`src/rtl/rwq_pkg.sv`:
```
package rwq_pkg;
  typedef enum logic {KIND_RD = 1'b0, KIND_WR = 1'b1} req_kind_e;
endpackage

```
`src/rtl/rwq_fifo.sv`:
```
module rwq_fifo #(
  parameter int W     = 8,
  parameter int DEPTH = 8,
  localparam int AW   = $clog2(DEPTH)
) (
  input  logic         clk_i,
  input  logic         rst_ni,
  input  logic         push0_i,
  input  logic [W-1:0] din0_i,
  input  logic         push1_i,
  input  logic [W-1:0] din1_i,
  input  logic         pop_i,
  output logic [W-1:0] dout_o,
  output logic         empty_o,
  output logic [AW:0]  free_o
);
  logic [W-1:0] mem [DEPTH];
  logic [AW-1:0] wptr_q, rptr_q;
  logic [AW:0]   cnt_q;

  assign dout_o  = mem[rptr_q];
  assign empty_o = (cnt_q == '0);
  assign free_o  = (AW+1)'(DEPTH) - cnt_q;

  always_ff @(posedge clk_i) begin
    if (push0_i) mem[wptr_q] <= din0_i;
    if (push1_i) mem[wptr_q + AW'(1)] <= din1_i;
  end

  always_ff @(posedge clk_i or negedge rst_ni) begin
    if (!rst_ni) begin
      wptr_q <= '0;
      rptr_q <= '0;
      cnt_q  <= '0;
    end else begin
      wptr_q <= wptr_q + AW'(push0_i) + AW'(push1_i);
      rptr_q <= rptr_q + AW'(pop_i);
      cnt_q  <= cnt_q + (AW+1)'(push0_i) + (AW+1)'(push1_i) - (AW+1)'(pop_i);
    end
  end

  assert_no_overflow_R6: assert property (@(posedge clk_i) disable iff (!rst_ni)
    push0_i |-> (free_o != '0));
  assert_dual_push_room_R6: assert property (@(posedge clk_i) disable iff (!rst_ni)
    push1_i |-> (push0_i && free_o > (AW+1)'(1)));
  assert_no_underflow_R6: assert property (@(posedge clk_i) disable iff (!rst_ni)
    pop_i |-> !empty_o);
endmodule

```
`src/rtl/rwq_wr_track.sv`:
```
module rwq_wr_track #(
  parameter int BURST_W = 4,
  parameter int CNT_W   = 16
) (
  input  logic               clk_i,
  input  logic               rst_ni,
  input  logic               acc_i,
  input  logic [BURST_W-1:0] burst_i,
  output logic               first_o,
  output logic               last_o,
  output logic               open_o,
  output logic [CNT_W-1:0]   count_o
);
  logic [BURST_W-1:0] left_q;

  assign first_o = (left_q == '0);
  assign open_o  = !first_o;
  assign last_o  = first_o ? (burst_i <= BURST_W'(1)) : (left_q == BURST_W'(1));

  always_ff @(posedge clk_i or negedge rst_ni) begin
    if (!rst_ni) begin
      left_q  <= '0;
      count_o <= '0;
    end else if (acc_i) begin
      if (first_o) begin
        left_q  <= (burst_i > BURST_W'(1)) ? burst_i - BURST_W'(1) : '0;
        count_o <= count_o + CNT_W'(1);
      end else begin
        left_q <= left_q - BURST_W'(1);
      end
    end
  end

  assert_count_per_txn_R8: assert property (@(posedge clk_i) disable iff (!rst_ni)
    (acc_i && left_q == '0) |=> count_o == $past(count_o) + CNT_W'(1));
  assert_count_hold_R8: assert property (@(posedge clk_i) disable iff (!rst_ni)
    !(acc_i && left_q == '0) |=> $stable(count_o));
endmodule

```
`src/rtl/rwq_rr_arb.sv`:
```
module rwq_rr_arb (
  input  logic clk_i,
  input  logic rst_ni,
  input  logic rd_avail_i,
  input  logic wr_avail_i,
  input  logic wr_last_i,
  input  logic ready_i,
  output logic sel_wr_o,
  output logic valid_o,
  output logic pop_rd_o,
  output logic pop_wr_o
);
  logic prio_wr_q, lock_q, held_q, sel_q;

  always_comb begin
    if (held_q)                       sel_wr_o = sel_q;
    else if (lock_q)                  sel_wr_o = 1'b1;
    else if (rd_avail_i && wr_avail_i) sel_wr_o = prio_wr_q;
    else                              sel_wr_o = wr_avail_i;
  end

  assign valid_o  = sel_wr_o ? wr_avail_i : rd_avail_i;
  assign pop_wr_o = valid_o && ready_i && sel_wr_o;
  assign pop_rd_o = valid_o && ready_i && !sel_wr_o;

  always_ff @(posedge clk_i or negedge rst_ni) begin
    if (!rst_ni) begin
      prio_wr_q <= 1'b1;
      lock_q    <= 1'b0;
      held_q    <= 1'b0;
      sel_q     <= 1'b0;
    end else begin
      held_q <= valid_o && !ready_i;
      sel_q  <= sel_wr_o;
      if (pop_wr_o) begin
        lock_q <= !wr_last_i;
        if (wr_last_i) prio_wr_q <= 1'b0;
      end
      if (pop_rd_o) prio_wr_q <= 1'b1;
    end
  end

  assert_burst_contig_R3: assert property (@(posedge clk_i) disable iff (!rst_ni)
    (pop_wr_o && !wr_last_i) |=> !pop_rd_o);
  assert_rr_after_read_R2: assert property (@(posedge clk_i) disable iff (!rst_ni)
    (pop_rd_o && ready_i) |=> (rd_avail_i && wr_avail_i && !held_q) |-> sel_wr_o);
endmodule

```
`src/rtl/rw_req_queue.sv`:
```
module rw_req_queue #(
  parameter int DATA_W  = 32,
  parameter int ADDR_W  = 32,
  parameter int BURST_W = 4,
  parameter int DEPTH   = 8,
  parameter int CNT_W   = 16,
  parameter bit ORDERED = 1'b1,
  localparam int BE_W   = DATA_W / 8
) (
  input  logic               clk_i,
  input  logic               rst_ni,
  input  logic               rd_cs_i,
  input  logic               rd_read_i,
  input  logic [ADDR_W-1:0]  rd_addr_i,
  input  logic [BURST_W-1:0] rd_burst_i,
  output logic               rd_wait_o,
  output logic [DATA_W-1:0]  rd_data_o,
  output logic               rd_valid_o,
  output logic               rd_err_o,
  input  logic               wr_cs_i,
  input  logic               wr_write_i,
  input  logic [ADDR_W-1:0]  wr_addr_i,
  input  logic [BURST_W-1:0] wr_burst_i,
  input  logic [DATA_W-1:0]  wr_data_i,
  input  logic [BE_W-1:0]    wr_be_i,
  output logic               wr_wait_o,
  output logic [CNT_W-1:0]   wr_count_o,
  output logic               req_valid_o,
  input  logic               req_ready_i,
  output logic               req_is_wr_o,
  output logic               req_first_o,
  output logic               req_last_o,
  output logic [ADDR_W-1:0]  req_addr_o,
  output logic [BURST_W-1:0] req_burst_o,
  output logic [DATA_W-1:0]  req_data_o,
  output logic [BE_W-1:0]    req_be_o
);
  import rwq_pkg::*;

  localparam int ENT_W = 3 + ADDR_W + BURST_W + DATA_W + BE_W;
  localparam int AW    = $clog2(DEPTH);

  logic wr_req, rd_req, wr_acc, rd_acc;
  logic trk_first, trk_last, trk_open;
  logic [ENT_W-1:0] wr_ent, rd_ent, head;
  req_kind_e head_kind;

  assign wr_req = wr_cs_i && wr_write_i;
  assign rd_req = rd_cs_i && rd_read_i;
  assign wr_acc = wr_req && !wr_wait_o;
  assign rd_acc = rd_req && !rd_wait_o;

  assign rd_data_o  = '0;
  assign rd_valid_o = 1'b0;
  assign rd_err_o   = 1'b0;

  rwq_wr_track #(.BURST_W(BURST_W), .CNT_W(CNT_W)) u_track (
    .clk_i, .rst_ni,
    .acc_i  (wr_acc),
    .burst_i(wr_burst_i),
    .first_o(trk_first),
    .last_o (trk_last),
    .open_o (trk_open),
    .count_o(wr_count_o)
  );

  assign wr_ent = {KIND_WR, trk_first, trk_last, wr_addr_i, wr_burst_i, wr_data_i, wr_be_i};
  assign rd_ent = {KIND_RD, 1'b1, 1'b1, rd_addr_i, rd_burst_i, {DATA_W{1'b0}}, {BE_W{1'b0}}};

  generate
    if (ORDERED) begin : g_combined
      logic [AW:0] free;
      logic        empty;
      logic        rd_stall;

      // a read may not split a write burst; it may ride along with the last beat
      assign rd_stall  = wr_req ? !trk_last : trk_open;
      assign wr_wait_o = (free == '0);
      assign rd_wait_o = (free < (AW+1)'(2)) || rd_stall;

      rwq_fifo #(.W(ENT_W), .DEPTH(DEPTH)) u_fifo (
        .clk_i, .rst_ni,
        .push0_i(wr_acc || rd_acc),
        .din0_i (wr_acc ? wr_ent : rd_ent),
        .push1_i(wr_acc && rd_acc),
        .din1_i (rd_ent),
        .pop_i  (req_valid_o && req_ready_i),
        .dout_o (head),
        .empty_o(empty),
        .free_o (free)
      );
      assign req_valid_o = !empty;
    end else begin : g_split
      logic [AW:0] rd_free, wr_free;
      logic rd_empty, wr_empty, pop_rd, pop_wr, sel_wr;
      logic [ENT_W-1:0] rd_head, wr_head;

      assign wr_wait_o = (wr_free == '0);
      assign rd_wait_o = (rd_free == '0);

      rwq_fifo #(.W(ENT_W), .DEPTH(DEPTH)) u_rd_fifo (
        .clk_i, .rst_ni,
        .push0_i(rd_acc), .din0_i(rd_ent),
        .push1_i(1'b0),   .din1_i('0),
        .pop_i  (pop_rd), .dout_o(rd_head),
        .empty_o(rd_empty), .free_o(rd_free)
      );
      rwq_fifo #(.W(ENT_W), .DEPTH(DEPTH)) u_wr_fifo (
        .clk_i, .rst_ni,
        .push0_i(wr_acc), .din0_i(wr_ent),
        .push1_i(1'b0),   .din1_i('0),
        .pop_i  (pop_wr), .dout_o(wr_head),
        .empty_o(wr_empty), .free_o(wr_free)
      );
      rwq_rr_arb u_arb (
        .clk_i, .rst_ni,
        .rd_avail_i(!rd_empty),
        .wr_avail_i(!wr_empty),
        .wr_last_i (wr_head[ENT_W-3]),
        .ready_i   (req_ready_i),
        .sel_wr_o  (sel_wr),
        .valid_o   (req_valid_o),
        .pop_rd_o  (pop_rd),
        .pop_wr_o  (pop_wr)
      );
      assign head = sel_wr ? wr_head : rd_head;
    end
  endgenerate

  assign head_kind = req_kind_e'(head[ENT_W-1]);
  assign req_is_wr_o = (head_kind == KIND_WR);
  assign {req_first_o, req_last_o, req_addr_o, req_burst_o, req_data_o, req_be_o} = head[ENT_W-2:0];

  assert_hold_stable_R9: assert property (@(posedge clk_i) disable iff (!rst_ni)
    (req_valid_o && !req_ready_i) |=> (req_valid_o && $stable(req_is_wr_o) &&
      $stable(req_addr_o) && $stable(req_data_o) && $stable(req_first_o) &&
      $stable(req_last_o) && $stable(req_burst_o) && $stable(req_be_o)));
  assert_resp_idle_R11: assert property (@(posedge clk_i) disable iff (!rst_ni)
    !rd_valid_o && !rd_err_o);
  assert_no_cs_no_count_R10: assert property (@(posedge clk_i) disable iff (!rst_ni)
    !wr_cs_i |=> $stable(wr_count_o));
endmodule

```
`config.mk`:
```
export PLATFORM = sky130hd
export DESIGN_NAME = rw_req_queue
export DESIGN_NICKNAME = d
export VERILOG_FILES = /design/src/rtl/rwq_pkg.sv /design/src/rtl/rwq_fifo.sv /design/src/rtl/rwq_wr_track.sv /design/src/rtl/rwq_rr_arb.sv /design/src/rtl/rw_req_queue.sv
export SDC_FILE = /design/constraint.sdc
export NUM_CORES = 1
export LEC_CHECK = 0
export BUFFER_PORTS_ARGS = -buffer_cell sky130_fd_sc_hd__buf_2
export CORE_ASPECT_RATIO = 0.9
export CORE_MARGIN = 2
export CORE_UTILIZATION = 50
export CTS_CLUSTER_DIAMETER = 150
export CTS_CLUSTER_SIZE = 24
export DETAILED_ROUTE_END_ITERATION = 6
export HOLD_SLACK_MARGIN = 0.06
export PLACE_DENSITY = 0.68
export SYNTH_ARGS = -nofsm -noshare
export SYNTH_HDL_FRONTEND = slang
export SYNTH_HIERARCHICAL = 1
export SYNTH_SLANG_ARGS = --single-unit
```
`constraint.sdc`:
```
create_clock -name clk_i -period 8.9 [get_ports clk_i]
set_input_delay 0.445 -clock clk_i [delete_from_list [all_inputs] [get_ports clk_i]]
set_output_delay 0.445 -clock clk_i [all_outputs]
set_load 0.02 [all_outputs]
```
==> results by group <==
Outcome
  – Outcome: finished clean

Finish
  – Post-Layout Cell Count: 3186
  – Area Overhead vs Synth: 11.8%
  – Share of post-route cells with drive strength above 1: 40.5%
  – Nets: 2438

Synth
  – Post-synth top area share: 55.4%
  – Cell with the most instances after synthesis: edfxtp_1
  – Ys flop type: edfxtp_1
  – Post-synth ARST share: 4.76%
  – Post-synth top cells: edfxtp_1 (600), mux2_2 (459), mux2_1 (217)
  – Yosys cell types: 49
  – Mapped Area: 0.0325 mm^2
  – Area leader, netlist: edfxtp_1
  – Post-synthesis sequential area ratio: 57.7%
  – Synth warnings: 6
  – Largest cells by area after synthesis: edfxtp_1 (55%), mux2_2 (16%), mux4_2 (10%)
  – Synth Area per Inst: 17.7 um^2
  – Synth Register Bits: 630
  – Mapped Cells: 1840
  – EDFF count, synth: 600

Worst setup path
  – Critical Path Start Type: flop
  – R2R depth: 11
  – Critical Path RT: 9.14 ns
  – Reg-to-reg critical path startpoint: g_combined.u_fifo/cnt_q[1]
  – CP peak stage delay: 0.99 ns
  – Peak fanout along the critical path: 61
  – Setup crit end kind: flop
  – Number of buffers and inverters on the critical path: 2
  – Cells along the critical path: inv_1, ha_1, nor2b_1, xnor2_1, nor4_4, nor2_4, and4_1, nor3b_1, nand2_4, o21ai_4, buf_4
  – Critical path class: flop to flop
  – Slowest CP cell: buf_4
  – Worst reg-to-reg setup slack: 3.77 ns
  – Worst Path Arrival: 5.37 ns
  – Worst R2R End: g_combined.u_fifo/mem[1][55]
  – CP top delay family: simple AND/OR/NAND/NOR gates

Global route
  – Vias in the first global route: 18900
  – Total Routing Usage GR: 23.2%
  – First-pass GRT wire length: 117000 um
  – Initial antenna violation count: 2
  – Total grt overflow: 0
  – Largest net degree at the start of global routing: 113

Route
  – DRC: 0
  – DR vias: 17800
  – WL final: 77800 um
  – Iteration-0 DRC Markers: 1329
  – Post-DR wirelength/cell: 24.4 um
  – DR pass1 iterations: 5
  – Final ANT Viol Nets: 0
  – Avg Vias per Cell: 5.59

Place
  – Pre-CTS setup slack: 3.76 ns
  – Final GP Congestion: 0.783
  – I/O Buffers: 208
  – Dpl hpwl: 44300 um
  – DP Cell Count: 3127

Timing
  – Post-Route Setup TNS: 0 ns
  – Final worst slack: 3.77 ns
  – Crit path time final: 5.13 ns
  – Worst Tran Pin Value: 1.28 ns
  – Worst Hold Margin: 0.197 ns
  – Fmax: 195 MHz
  – Max Transition Viols Final: 0
  – Tcrit/Tclk final: 57.6%
  – Slew Limit Headroom: 14.3%
  – Clk_skew: 0.0248 ns
  – Unrepaired setup endpoints after global routing: false
  – Final setup vio count: 0
  – Final hold vios: 0

Worst hold path
  – Worst Hold Endpoint: u_track/left_q[3]
  – Min-Delay Path Class: input port to flop
  – Hold path startpoint: wr_burst_i[3]
  – Hold Crit Depth: 3

Floorplanning
  – Starting Density: 50.6%
  – Die Ht: 246 um
  – Core area: 0.0642 mm^2
  – DIE AREA: 0.0671 mm^2
  – Row cnt: 88
  – IO Pins: 243
  – DIE WIDTH: 273 um

Pwr
  – Power share of the clock group: 18.2%
  – Combinational share of power: 37.6%
  – P_leak: 13.3 nW
  – Internal Pwr Total: 5.82 mW
  – Overall Power: 8.81 mW
  – P per Cell Area: 242 mW/mm^2
  – Psw: 2.99 mW
  – Peak supply drop: 0.000334 V
  – Sw Ratio: 33.9%
  – Flop pwr share: 44.2%

Clock network
  – Clk pin slew, worst setup/hold paths: 0.11 ns
  – Setup repair bufs after CTS: 0
  – Root buffer cell: clkbuf_16
  – CTS tree: built
  – Cts bufs inserted: 30
  – Worst-Skew Late Latency: 0.63 ns
  – Total clock sinks: 630
  – # resized after CTS: 0
  – Hold_buf cts: 1
  – Htree depth: 1
  – CTS max path bufs: 3

Run
  – Max Cap Viol: 0
## state kept, by name, indices dropped and copies added (netlist names)
| register | cells |
|---|---|
| g_combined.u_fifo/cnt_q | 4 |
| g_combined.u_fifo/mem | 600 |
| g_combined.u_fifo/rptr_q | 3 |
| g_combined.u_fifo/wptr_q | 3 |
| u_track/count_o | 16 |
| u_track/left_q | 4 |
## final cells by class
class	count	area, um^2
Clock inverter	1	20.0
Clock buffer	55	866
Tap cell	855	1070
Timing Repair Buffer	240	1300
Fill cell	5212	27800
Multi-Input combinational cell	1380	14200
Inverter	23	86.3
Sequential cell	630	18800
Antenna cell	2	5.00
## worst max path at each step
stage	start	to	slack [ns]	depth (start not counted)
6_report	g_combined.u_fifo/cnt_q[1]	g_combined.u_fifo/mem[1][55]	3.77	11
3_3_place_gp	wr_burst_i[0]	g_combined.u_fifo/mem[5][61]	3.79	14
3_5_place_dp	wr_burst_i[1]	g_combined.u_fifo/mem[5][60]	3.76	14
2_1_floorplan	g_combined.u_fifo/cnt_q[1]	g_combined.u_fifo/mem[1][0]	1.02	11
4_1_cts	g_combined.u_fifo/cnt_q[1]	g_combined.u_fifo/mem[5][54]	3.78	11
5_1_grt	g_combined.u_fifo/cnt_q[1]	g_combined.u_fifo/mem[1][55]	3.49	11
## routing by layer
metal  share of wire, %  vias up  global-route usage, %
met5                  0        -                      0
met4                2.0        0                   4.75
met3                4.5       72                   2.24
met2                 51      414                   39.9
met1                 43     9428                   32.2
li1                   -     7904                      -
## worst reg2reg max path, stage by stage, from the launching register on
cell	delay, ns
dfrtp_1	0.42
inv_1	0.10
ha_1	0.20
nor2b_1	0.14
xnor2_1	0.27
nor4_4	0.11
nor2_4	0.74
and4_1	0.42
nor3b_1	0.61
nand2_4	0.30
o21ai_4	0.39
buf_4	1.00
## cells by family (layout without fill, tap and decap cells)
kind of cell,Yosys count,count (layout),synth area share (%)
and+or+nand+nor,114,114,2.10
muxes,864,864,35.5
other,2,348,0.0231
xor gates and xnor gates,24,24,0.647
DFF,630,630,57.7
buffers and inverters,174,319,2.92
adders and majority gates,18,18,0.762
AOI/OAI and AO/OA,14,14,0.296
## placed cells by master (no fill, tap or decap), drive strengths merged, types with 3 or more instances in the layout
cell and count:
dfrtp 30, mux4 150, or3 3, nor3 12, xnor2 12, clkbuf 55
ha 15, or2 3, fa 3, conb 346, mux2 712, nor2 14
nand4 3, inv 24, nand2 16, nor2b 3, xor2 12, and4 3
edfxtp 600, nand3 7, o22ai 4, buf 239, and2 40
## metrics by stage
| stage | area, um^2 | util, % |
|---|---|---|
| 6_report | 36400 | 56.6 |
| 5_1_grt | 36400 | 56.6 |
| 4_1_cts | 36300 | 56.6 |
| 3_5_place_dp | 35500 | 55.2 |
| 3_3_place_gp | 35500 | 55.2 |
| 2_1_floorplan | 33800 | - |
## power groups by stage
| stage | clock (mW) | combinational [mW] | sequential (mW) |
|---|---|---|---|
| final | 1.60 | 3.31 | 3.90 |
| after global placement | 0 | 3.31 | 3.96 |
| after detailed placement | 0 | 3.35 | 3.97 |
| after global routing | 1.73 | 3.55 | 3.94 |
| after floorplan | 0 | 2.46 | 3.82 |
| after CTS | 1.64 | 3.36 | 3.91 |
No activity file was read; power rests on OpenSTA's default activity.
